<file path="src/rtl/gpio_port_pkg.sv">
package gpio_port_pkg;
    // output write styles
    localparam int WR_PLAIN   = 0;
    localparam int WR_SETCLR  = 1;
    localparam int WR_SETONLY = 2;
    // direction register styles
    localparam int DIR_NONE   = 0;
    localparam int DIR_OUT_HI = 1;
    localparam int DIR_IN_HI  = 2;

    typedef enum logic [1:0] {
        SLOT_PINS = 2'd0,
        SLOT_SET  = 2'd1,
        SLOT_CLR  = 2'd2,
        SLOT_DIR  = 2'd3
    } slot_e;
endpackage

</file>
<file path="src/rtl/gpio_bitmap.sv">
// Maps between register bit order and pin order; the mapping is its own inverse.
module gpio_bitmap #(
    parameter int WIDTH   = 32,
    parameter int REVERSE = 0
) (
    input  logic [WIDTH-1:0] src,
    output logic [WIDTH-1:0] dst
);
    if (REVERSE != 0) begin : g_mirror
        for (genvar i = 0; i < WIDTH; i++) begin : g_bit
            assign dst[i] = src[WIDTH-1-i];
        end
    end else begin : g_straight
        assign dst = src;
    end
endmodule

</file>
<file path="src/rtl/gpio_sync.sv">
// Two-flop synchronizer for asynchronous pin levels.
module gpio_sync #(
    parameter int WIDTH = 32
) (
    input  logic             clk,
    input  logic             rst_n,
    input  logic [WIDTH-1:0] async_in,
    output logic [WIDTH-1:0] sync_out
);
    typedef struct packed {
        logic [WIDTH-1:0] meta;
        logic [WIDTH-1:0] stable;
    } sync_t;

    sync_t sync_d, sync_q;

    always_comb begin
        sync_d.meta   = async_in;
        sync_d.stable = sync_q.meta;
    end

    always_ff @(posedge clk or negedge rst_n) begin
        if (!rst_n) begin
            sync_q <= '0;
        end else begin
            sync_q <= sync_d;
        end
    end

    assign sync_out = sync_q.stable;
endmodule

</file>
<file path="src/rtl/gpio_pad_ctrl.sv">
// Output enable from the direction style, pad value gated by the enable.
module gpio_pad_ctrl
    import gpio_port_pkg::*;
#(
    parameter int WIDTH    = 32,
    parameter int DIR_MODE = DIR_OUT_HI
) (
    input  logic [WIDTH-1:0] latch,
    input  logic [WIDTH-1:0] dir,
    output logic [WIDTH-1:0] oe,
    output logic [WIDTH-1:0] out
);
    if (DIR_MODE == DIR_OUT_HI) begin : g_out_hi
        assign oe = dir;
    end else if (DIR_MODE == DIR_IN_HI) begin : g_in_hi
        assign oe = ~dir;
    end else begin : g_none
        logic [WIDTH-1:0] unused_dir;
        assign unused_dir = dir;
        assign oe = {WIDTH{1'b1}};
    end

    assign out = latch & oe;
endmodule

</file>
<file path="src/rtl/gpio_port.sv">
module gpio_port
    import gpio_port_pkg::*;
#(
    parameter int WIDTH      = 32,
    parameter int WRITE_MODE = WR_SETCLR,
    parameter int DIR_MODE   = DIR_OUT_HI,
    parameter int REVERSE    = 0,
    parameter int ADDR_W     = 4
) (
    input  logic              clk,
    input  logic              rst_n,
    input  logic              bus_we,
    input  logic              bus_re,
    input  logic [ADDR_W-1:0] bus_addr,
    input  logic [WIDTH-1:0]  bus_wdata,
    output logic [WIDTH-1:0]  bus_rdata,
    input  logic [WIDTH-1:0]  pad_in,
    output logic [WIDTH-1:0]  pad_out,
    output logic [WIDTH-1:0]  pad_oe
);
    localparam bit               HAS_DIR = (DIR_MODE != DIR_NONE);
    localparam logic [WIDTH-1:0] DIR_RST = (DIR_MODE == DIR_IN_HI) ?
                                           {WIDTH{1'b1}} : {WIDTH{1'b0}};

    typedef struct packed {
        logic [WIDTH-1:0] latch;   // pin order
        logic [WIDTH-1:0] dir;     // pin order
        logic [WIDTH-1:0] rdata;   // register order
    } port_state_t;

    port_state_t      state_d, state_q;
    logic [WIDTH-1:0] wr_pins;
    logic [WIDTH-1:0] pins_sync;
    logic [WIDTH-1:0] rd_sel;
    logic [WIDTH-1:0] rd_word;
    logic [WIDTH-1:0] latch_q;
    logic [WIDTH-1:0] dir_q;
    logic             in_map;
    slot_e            slot;

    assign in_map  = ((bus_addr >> 2) == '0);
    assign slot    = slot_e'(bus_addr[1:0]);
    assign latch_q = state_q.latch;
    assign dir_q   = state_q.dir;

    gpio_bitmap #(.WIDTH(WIDTH), .REVERSE(REVERSE)) u_wmap (
        .src (bus_wdata),
        .dst (wr_pins)
    );

    gpio_sync #(.WIDTH(WIDTH)) u_sync (
        .clk      (clk),
        .rst_n    (rst_n),
        .async_in (pad_in),
        .sync_out (pins_sync)
    );

    // read source selection in pin order
    always_comb begin
        rd_sel = '0;
        if (in_map) begin
            case (slot)
                SLOT_PINS: rd_sel = pins_sync;
                SLOT_DIR:  rd_sel = HAS_DIR ? state_q.dir : '0;
                default:   rd_sel = '0;
            endcase
        end
    end

    gpio_bitmap #(.WIDTH(WIDTH), .REVERSE(REVERSE)) u_rmap (
        .src (rd_sel),
        .dst (rd_word)
    );

    always_comb begin
        state_d = state_q;
        if (bus_we && in_map) begin
            case (slot)
                SLOT_PINS: begin
                    if (WRITE_MODE == WR_PLAIN) state_d.latch = wr_pins;
                end
                SLOT_SET: begin
                    if (WRITE_MODE == WR_SETCLR)
                        state_d.latch = state_q.latch | wr_pins;
                    else if (WRITE_MODE == WR_SETONLY)
                        state_d.latch = wr_pins;
                end
                SLOT_CLR: begin
                    if (WRITE_MODE == WR_SETCLR)
                        state_d.latch = state_q.latch & ~wr_pins;
                end
                SLOT_DIR: begin
                    if (HAS_DIR) state_d.dir = wr_pins;
                end
                default: ;
            endcase
        end
        if (bus_re) state_d.rdata = rd_word;
    end

    always_ff @(posedge clk or negedge rst_n) begin
        if (!rst_n) begin
            state_q.latch <= '0;
            state_q.dir   <= DIR_RST;
            state_q.rdata <= '0;
        end else begin
            state_q <= state_d;
        end
    end

    gpio_pad_ctrl #(.WIDTH(WIDTH), .DIR_MODE(DIR_MODE)) u_pad (
        .latch (state_q.latch),
        .dir   (state_q.dir),
        .oe    (pad_oe),
        .out   (pad_out)
    );

    assign bus_rdata = state_q.rdata;
endmodule

</file>
<file path="config.mk">
export PLATFORM = sky130hd
export DESIGN_NAME = gpio_port
export DESIGN_NICKNAME = d
export VERILOG_FILES = /design/src/rtl/gpio_port_pkg.sv /design/src/rtl/gpio_bitmap.sv /design/src/rtl/gpio_sync.sv /design/src/rtl/gpio_pad_ctrl.sv /design/src/rtl/gpio_port.sv
export SDC_FILE = /design/constraint.sdc
export NUM_CORES = 1
export LEC_CHECK = 0
export BUFFER_PORTS_ARGS = -buffer_cell sky130_fd_sc_hd__buf_2
export CORE_MARGIN = 10
export CORE_UTILIZATION = 51
export DETAILED_ROUTE_END_ITERATION = 8
export GPL_TIMING_DRIVEN = 0
export MAX_ROUTING_LAYER = met4
export PLACE_DENSITY_LB_ADDON = 0.2
export SYNTH_ARGS = -nofsm -noshare
export SYNTH_HDL_FRONTEND = slang
export SYNTH_SLANG_ARGS = --single-unit
export TNS_END_PERCENT = 1
</file>
<file path="constraint.sdc">
create_clock -name clk -period 0.89 [get_ports clk]
set_input_delay 0.1335 -clock clk [delete_from_list [all_inputs] [get_ports clk]]
set_output_delay 0.1335 -clock clk [all_outputs]
set_load 0.01 [all_outputs]
</file>
==> flow_metrics.tcl, run 1 <==
set metrics [dict create \
    worstSetupStartpoint "dir_q[8]" \
    num_vias 4669 \
    synth_seq_cells 160 \
    finalWorstSetupSlack_ps -382.6 \
    crit_end "pad_out[8]" \
    placed_area_mm2 0.007118 \
    p_leak_nw 4.337 \
    irDropWorstVdd_uv 1976 \
    ys_warn_count 0 \
    period_share_pct 143.0 \
    preCtsSetupSlack_ps -638.5 \
    antenna_found_initial 2 \
    synthDistinctLibCells 22 \
    whs_ps -292.1 \
    gp_congestion 0.7763 \
    slowest_stage "dfrtp_1" \
    start_kind "register" \
    drt_wl_total_mm 18.30 \
    status "finished with violations" \
    design.die.area_mm2 0.01625 \
    avgSynthCellArea_um2 13.92 \
    critPathMaxStageDelay_ps 400 \
    track_usage_pct 22.56 \
    cts_tree "done" \
    die_x_um 127.5 \
    core_area_mm2 0.01137 \
    rsz0062_at_grt "true" \
    power_density_mw_per_mm2 2413 \
    critical_path.endpoint_type "output port" \
    hpwl_mm 10.62 \
    setup_violations 185 \
    crit_type "register to output port" \
    worst-endpoint-required_ps 760 \
    violations "hold timing, setup timing" \
    start_util_pct 51.80 \
    portBuffers 166 \
    cts.sinks 160 \
    synth_flop_cell "dfrtp_1" \
    crit_chain "and2_1 > buf_2" \
    drcViolationCount 0 \
    rrSetupSlack_ps -240 \
    grt_pass1_wl_mm 27.69 \
    synth_top_area_share_pct 67.98 \
    hold_buffers 64 \
    ctsRootBufferMaster "clkbuf_16" \
    firstDrtPassIters 5 \
    maxSlewHeadroom_pct 53.57 \
    tightestPinTransition_ps 696.5 \
    synth.largest_area_cell "dfrtp_1" \
    grt_pass1_vias 5111 \
    yosysMostFrequentCell "dfrtp_1" \
    htree_levels 4 \
    fin_skew_ps 7.845 \
    wl_per_cell_um 20.77 \
    r2r.worst_path.cells 4 \
    grt_start_max_net_pins 88 \
    reg2reg_from "dir_q[19]" \
    worst-path-buf-inv 1 \
    drive_gt1_share_pct 48.37 \
    cp_top_family "flip-flops" \
    clk_pin_slew_ps 60 \
    clock_latency_ps 430 \
    cp_data_arrival_time_ps 1140 \
    synth_common_cells "dfrtp_1, inv_1, a22oi_1, and2_1, o22ai_1" \
    areaGrowthSynthToFinish_pct 57.87 \
    slew_viol_final 0 \
    synth_seq_area_share_pct 67.98 \
    die_h_um 127.5 \
    row_count 39 \
    fin_setup_tns_ps -31240 \
    avgViaCountPerCell 5.300 \
    instances_no_fill 881 \
    fin_crit_ps 1273 \
    path_depth 2 \
    synth.area.top_cells "dfrtp_1, mux2_4, a22oi_1, and2_1, o22ai_1" \
    hold_class "primary input to async pin" \
    drt_iter0_drc 339 \
    clockBufferDepth 2 \
    hold_violations 73 \
    worstPathMaxFanout 3 \
    dp.cells 733 \
    filler_cell_count 594 \
    fmax_mhz 785.8 \
    nNetsFinal 801 \
    numCtsBuffers 17 \
    globalRoute.totalOverflow 0 \
    synth-edff-count 0 \
    fin_area_mm2 0.009298 \
    synth_area_mm2 0.005889 \
    syn_inst 423 \
    post-route-util_pct 81.78 \
    drv_cap 0 \
    num_io_pins 168 \
    power_mw 22.43 \
    r2r-end "bus_rdata[19]" \
    synthArstFlopShare_pct 100.0 \
    synth_nets 499 \
    ant_nets 0 \
]
[where the power goes]
| part | switching (mW) | internal [mW] |
|---|---|---|
| clock | 2.88 | 5.37 |
| sequential | 0.647 | 8.19 |
| combinational | 2.20 | 3.15 |
| total | 5.72 | 16.7 |
[cell usage in the layout (no fill, tap or decap), types with 2 or more instances in the layout]
master,instances
clkinvlp_4,2
clkbuf_2,4
buf_12,8
mux2i_1,2
and2_1,22
a22oi_2,11
ha_4,2
clkbuf_16,17
inv_1,34
a21oi_2,30
and2_4,10
a22oi_1,21
mux2_2,2
ha_1,2
diode_2,2
a31oi_1,30
bufinv_16,6
buf_4,23
dlygate4sd3_1,64
mux2_4,30
clkbuf_1,10
nand2_1,2
clkbuf_8,2
buf_2,130
o22ai_1,32
dfrtp_1,160
buf_6,69
[repair_timing]
item,CTS,global route
buffers inserted,45,7
endpoints found under the setup margin,191,192
resized for setup,63,45
hold endpoints to repair,168,73
pin swaps,17,12
[final cells by class]
cell class | count | area [µm²] | share of cell area [%]
tap | 143 | 178.9 | 1.924
antenna | 2 | 5.005 | 0.05383
multi-input combinational | 200 | 1784 | 19.19
sequential | 160 | 4004 | 43.06
clock buffer | 20 | 456.7 | 4.912
inverter | 36 | 155.1 | 1.669
timing repair buffer | 283 | 2257 | 24.28
clock inverter | 10 | 209.0 | 2.247
buffer | 27 | 247.7 | 2.665
[per-layer routing]
| metal | track usage, % | vias up | share of wire (%) |
|---|---|---|---|
| met5 | - | - | 0 |
| met4 | 8.238 | 0 | 2.2 |
| met3 | 7.486 | 34 | 6.6 |
| met2 | 35.93 | 181 | 52 |
| met1 | 26.15 | 2357 | 40 |
| li1 | - | 2097 | - |
[worst min path at each step]
stage | from | endpoint | depth (start not counted)
global placement | pad_in[22] | u_sync.sync_d[22] | 1
finish | rst_n | bus_rdata[11] | 1
CTS | rst_n | u_sync.sync_out[8] | 1
global route | rst_n | bus_rdata[11] | 1
detailed placement | rst_n | async pin | 1
floorplan | rst_n | async pin | 0
[cells by family after synthesis]
family / Yosys count / synth area share [%]
flip-flops: 160 / 67.98
AO/OA/AOI/OAI: 124 / 13.21
buffers and inverters: 63 / 5.545
AND/OR/NAND/NOR: 38 / 4.037
multiplexers: 34 / 8.370
adder cells (fa/ha/maj): 4 / 0.8498
(Power assumes the default switching activity.)
==> run 2: changes to the inputs <==
Settings changed: SKIP_LAST_GASP from default to 1.
==> flow_metrics.tcl, run 2 (synthesis gave the netlist of run 1 again) <==
set metrics [dict create \
    grt_pass1_wl_mm 27.07 \
    cp_top_family "flip-flops" \
    cts.sinks 160 \
    instances_no_fill 883 \
    wl_per_cell_um 19.68 \
    hold_buffers 64 \
    fin_skew_ps 7.023 \
    clock_latency_ps 430 \
    drive_gt1_share_pct 45.12 \
    nNetsFinal 803 \
    critical_path.endpoint_type "output port" \
    filler_cell_count 681 \
    ff_latch_area_mm2 0.004004 \
    areaGrowthSynthToFinish_pct 50.27 \
    worstSetupStartpoint "dir_q[11]" \
    dp.cells 733 \
    final_common_cell "buf_2" \
    grt_start_max_net_pins 88 \
    num_io_pins 168 \
    hold_violations 73 \
    whs_ps -285.8 \
    worstPathMaxFanout 3 \
    cts_tree "done" \
    crit_type "register to output port" \
    irDropWorstVdd_uv 2057 \
    antenna_found_initial 2 \
    clk_pin_slew_ps 60 \
    numCtsBuffers 17 \
    multi_input_comb_area_mm2 0.001704 \
    hold_class "primary input to async pin" \
    power_density_mw_per_mm2 2441 \
    fin_crit_ps 1255 \
    start_kind "register" \
    die_x_um 127.5 \
    reg2reg_from "dir_q[19]" \
    layout_common_cells "buf_2, dfrtp_1, dlygate4sd3_1" \
    firstDrtPassIters 4 \
    num_vias 4617 \
    clockBufferDepth 2 \
    critPathMaxStageDelay_ps 390 \
    slew_viol_final 0 \
    track_usage_pct 21.92 \
    slowest_stage "dfrtp_1" \
    grt_pass1_vias 5131 \
    violations "hold timing, setup timing" \
    design.die.area_mm2 0.01625 \
    finalWorstSetupSlack_ps -364.8 \
    drcViolationCount 0 \
    die_h_um 127.5 \
    crit_chain "and2_1 > buf_2" \
    drt_iter0_drc 304 \
    htree_levels 4 \
    row_count 39 \
    gp_congestion 0.7763 \
    worst-path-buf-inv 1 \
    rsz0062_at_grt "true" \
    cp_data_arrival_time_ps 1120 \
    drt_wl_total_mm 17.38 \
    post-route-util_pct 77.84 \
    status "finished with violations" \
    period_share_pct 141.0 \
    portBuffers 166 \
    drv_cap 0 \
    avgViaCountPerCell 5.229 \
    setup_violations 191 \
    core_area_mm2 0.01137 \
    ctsRootBufferMaster "clkbuf_16" \
    p_leak_nw 4.221 \
    worst-endpoint-required_ps 760 \
    fmax_mhz 797.0 \
    fin_setup_tns_ps -40000 \
    placed_area_mm2 0.007118 \
    start_util_pct 51.80 \
    tightestPinTransition_ps 693.0 \
    ant_nets 0 \
    fin_area_mm2 0.008850 \
    hpwl_mm 10.62 \
    maxSlewHeadroom_pct 53.80 \
    globalRoute.totalOverflow 0 \
]
-- run 2: layer usage --
metal	share of wire, %	up-vias	track usage (%)
li1	-	2105	-
met1	41	2309	25.07
met2	51	174	35.45
met3	6.8	29	7.444
met4	1.7	0	7.435
met5	0	-	-
-- run 2: worst paths after layout --
path	end	slack, ps	depth (start not counted)
max in group asynchronous	bus_rdata[28]	340	2
min	async pin	-290	1
min in group clk	bus_rdata[31]	90	2
max reg2reg	bus_rdata[19]	-210	4
max	pad_out[11]	-360	2
min reg2reg	u_sync.sync_out[11]	350	0
-- run 2: through the flow --
step / power [mW] / hold slack (ps) / worst slack (ps)
floorplan: 10.70 / -162.1 / -238.9
global placement: 12.17 / 241.0 / -2554
detailed placement: 12.32 / 198.0 / -638.5
CTS: 21.42 / -251.1 / -366.3
global route: 22.44 / -227.2 / -406.4
finish: 21.60 / -285.8 / -364.8
-- run 2: power breakdown --
part | internal (mW) | leakage [nW] | switching [mW]
sequential | 8.19 | 1.93 | 0.554
combinational | 2.57 | 1.97 | 2.07
clock | 5.38 | 0.318 | 2.85
total | 16.1 | 4.22 | 5.47
-- run 2: cell type report --
type	instances	share of cell area, %
inverter	36	1.753
buffer	27	2.418
tap	143	2.022
clock inverter	10	2.361
clock buffer	20	5.160
timing repair buffer	285	21.73
sequential	160	45.24
antenna	2	0.05655
multi-input combinational	200	19.26
-- run 2: what timing repair did --
item | CTS | global route
cloned | 0 | 0
pin swaps | 9 | 5
buffers inserted | 45 | 9
endpoints found under the hold margin | 168 | 73
setup endpoints to repair | 191 | 192
resized for setup | 1 | 2
-- run 2: worst reg2reg max path: cells and delay by family, from the launching register on --
| kind | cells | cell delay (ps) |
|---|---|---|
| AOI/OAI and AO/OA | 2 | 280 |
| buffers and inverters | 2 | 270 |
| DFF | 1 | 410 |
==> run 3: changes to the inputs <==
Settings changed: CORE_UTILIZATION 51 to 54, CTS_BUF_LIST from default to sky130_fd_sc_hd__clkbuf_8.
==> flow_metrics.tcl, run 3 (synthesis gave the netlist of run 1 again) <==
set metrics [dict create \
    nNetsFinal 804 \
    clockBufferDepth 2 \
    rsz0062_at_grt "true" \
    drcViolationCount 0 \
    hold_violations 80 \
    drt_wl_total_mm 17.62 \
    drv_cap 0 \
    die_x_um 124.4 \
    htree_levels 4 \
    violations "hold timing, setup timing" \
    areaGrowthSynthToFinish_pct 45.80 \
    wl_per_cell_um 19.97 \
    design.die.area_mm2 0.01548 \
    reg2reg_from "dir_q[25]" \
    finalWorstSetupSlack_ps -412.6 \
    globalRoute.totalOverflow 0 \
    drt_iter0_drc 343 \
    num_io_pins 168 \
    clock_latency_ps 460 \
    worst-endpoint-required_ps 760 \
    antenna_found_initial 1 \
    power_density_mw_per_mm2 2163 \
    die_h_um 124.4 \
    cts_tree "done" \
    final_common_cell "buf_2" \
    avgViaCountPerCell 5.345 \
    cp_data_arrival_time_ps 1170 \
    irDropWorstVdd_uv 1613 \
    grt_start_max_net_pins 82 \
    slew_viol_final 0 \
    track_usage_pct 22.89 \
    row_count 38 \
    firstDrtPassIters 4 \
    cts.sinks 160 \
    dp.cells 730 \
    clk_pin_slew_ps 80 \
    whs_ps -292.0 \
    crit_type "register to output port" \
    p_leak_nw 4.106 \
    ant_nets 0 \
    drive_gt1_share_pct 45.88 \
    start_util_pct 54.81 \
    setup_violations 191 \
    num_vias 4714 \
    hpwl_mm 10.81 \
    hold_buffers 64 \
    core_area_mm2 0.01075 \
    status "finished with violations" \
    power_mw 18.58 \
    hold_class "primary input to async pin" \
    maxSlewHeadroom_pct 50.53 \
    numCtsBuffers 17 \
    critical_path.endpoint_type "output port" \
    worstPathMaxFanout 3 \
    worstSetupStartpoint "dir_q[28]" \
    fin_crit_ps 1303 \
    period_share_pct 146.4 \
    fmax_mhz 767.7 \
    instances_no_fill 882 \
    gp_congestion 0.8245 \
    rrSetupSlack_ps -200 \
    start_kind "register" \
    fin_skew_ps 9.571 \
    ctsRootBufferMaster "clkbuf_8" \
    grt_pass1_vias 5117 \
    tightestPinTransition_ps 742.1 \
    grt_pass1_wl_mm 27.46 \
    layout_common_cells "buf_2, dfrtp_1, dlygate4sd3_1" \
    portBuffers 166 \
]
-- run 3: metal layers --
metal,vias to the layer above,routed length [µm],track usage [%]
met5,-,0,-
met4,0,359,9.596
met3,32,1003,6.255
met2,182,9085,37.75
met1,2396,7167,25.78
li1,2104,-,-
-- run 3: area by class of cell --
| class | count | area (µm²) |
|---|---|---|
| clock buffer | 21 | 289.0 |
| fill | 641 | 2158 |
| antenna | 1 | 2.502 |
| timing repair buffer | 286 | 1941 |
| multi-input combinational | 200 | 1717 |
| sequential | 160 | 4004 |
| buffer | 27 | 214.0 |
| clock inverter | 11 | 90.09 |
| tap | 140 | 175.2 |
| inverter | 36 | 155.1 |
-- run 3: worst paths after layout --
check                                      end  cells after the start
max                                pad_out[28]                      2
min in group clk                  bus_rdata[0]                      2
min reg2reg                u_sync.sync_out[21]                      0
max reg2reg                      bus_rdata[25]                      4
max in group asynchronous    u_sync.sync_d[19]                      2
min                               bus_rdata[8]                      1
-- run 3: metrics by stage --
stage / setup WS, ps / utilization [%] / setup TNS [ps] / hold slack (ps) / cell area (µm²)
floorplan: -238.9 / - / -16180 / -162.1 / 6075
global placement: -2518 / 65.89 / -453550 / 241.3 / 7081
detailed placement: -668.1 / 66.21 / -68610 / 219.7 / 7114
CTS: -409.1 / 79.27 / -41040 / -271.8 / 8518
global route: -453.3 / 79.91 / -49640 / -245.7 / 8587
finish: -412.6 / 79.91 / -42130 / -292.0 / 8587
-- run 3: what timing repair did --
item                                   4_1_cts  5_1_grt
endpoints found under the hold margin      176       80
pin swaps                                   12        3
setup endpoints to repair                  189      191
resized for setup                            6        4
setup buffers                               48        7
-- run 3: power breakdown --
group / total (mW) / internal (mW) / leakage [nW] / switching [mW]
Sequential: 8.76 / 8.18 / 1.93 / 0.583
Clock: 5.07 / 2.47 / 0.188 / 2.60
Combinational: 4.75 / 2.65 / 1.99 / 2.10
-- run 3: worst max-delay path: stages (launching register included) --
cell and delay (ps):
dfrtp_1 420, and2_1 160, buf_2 140
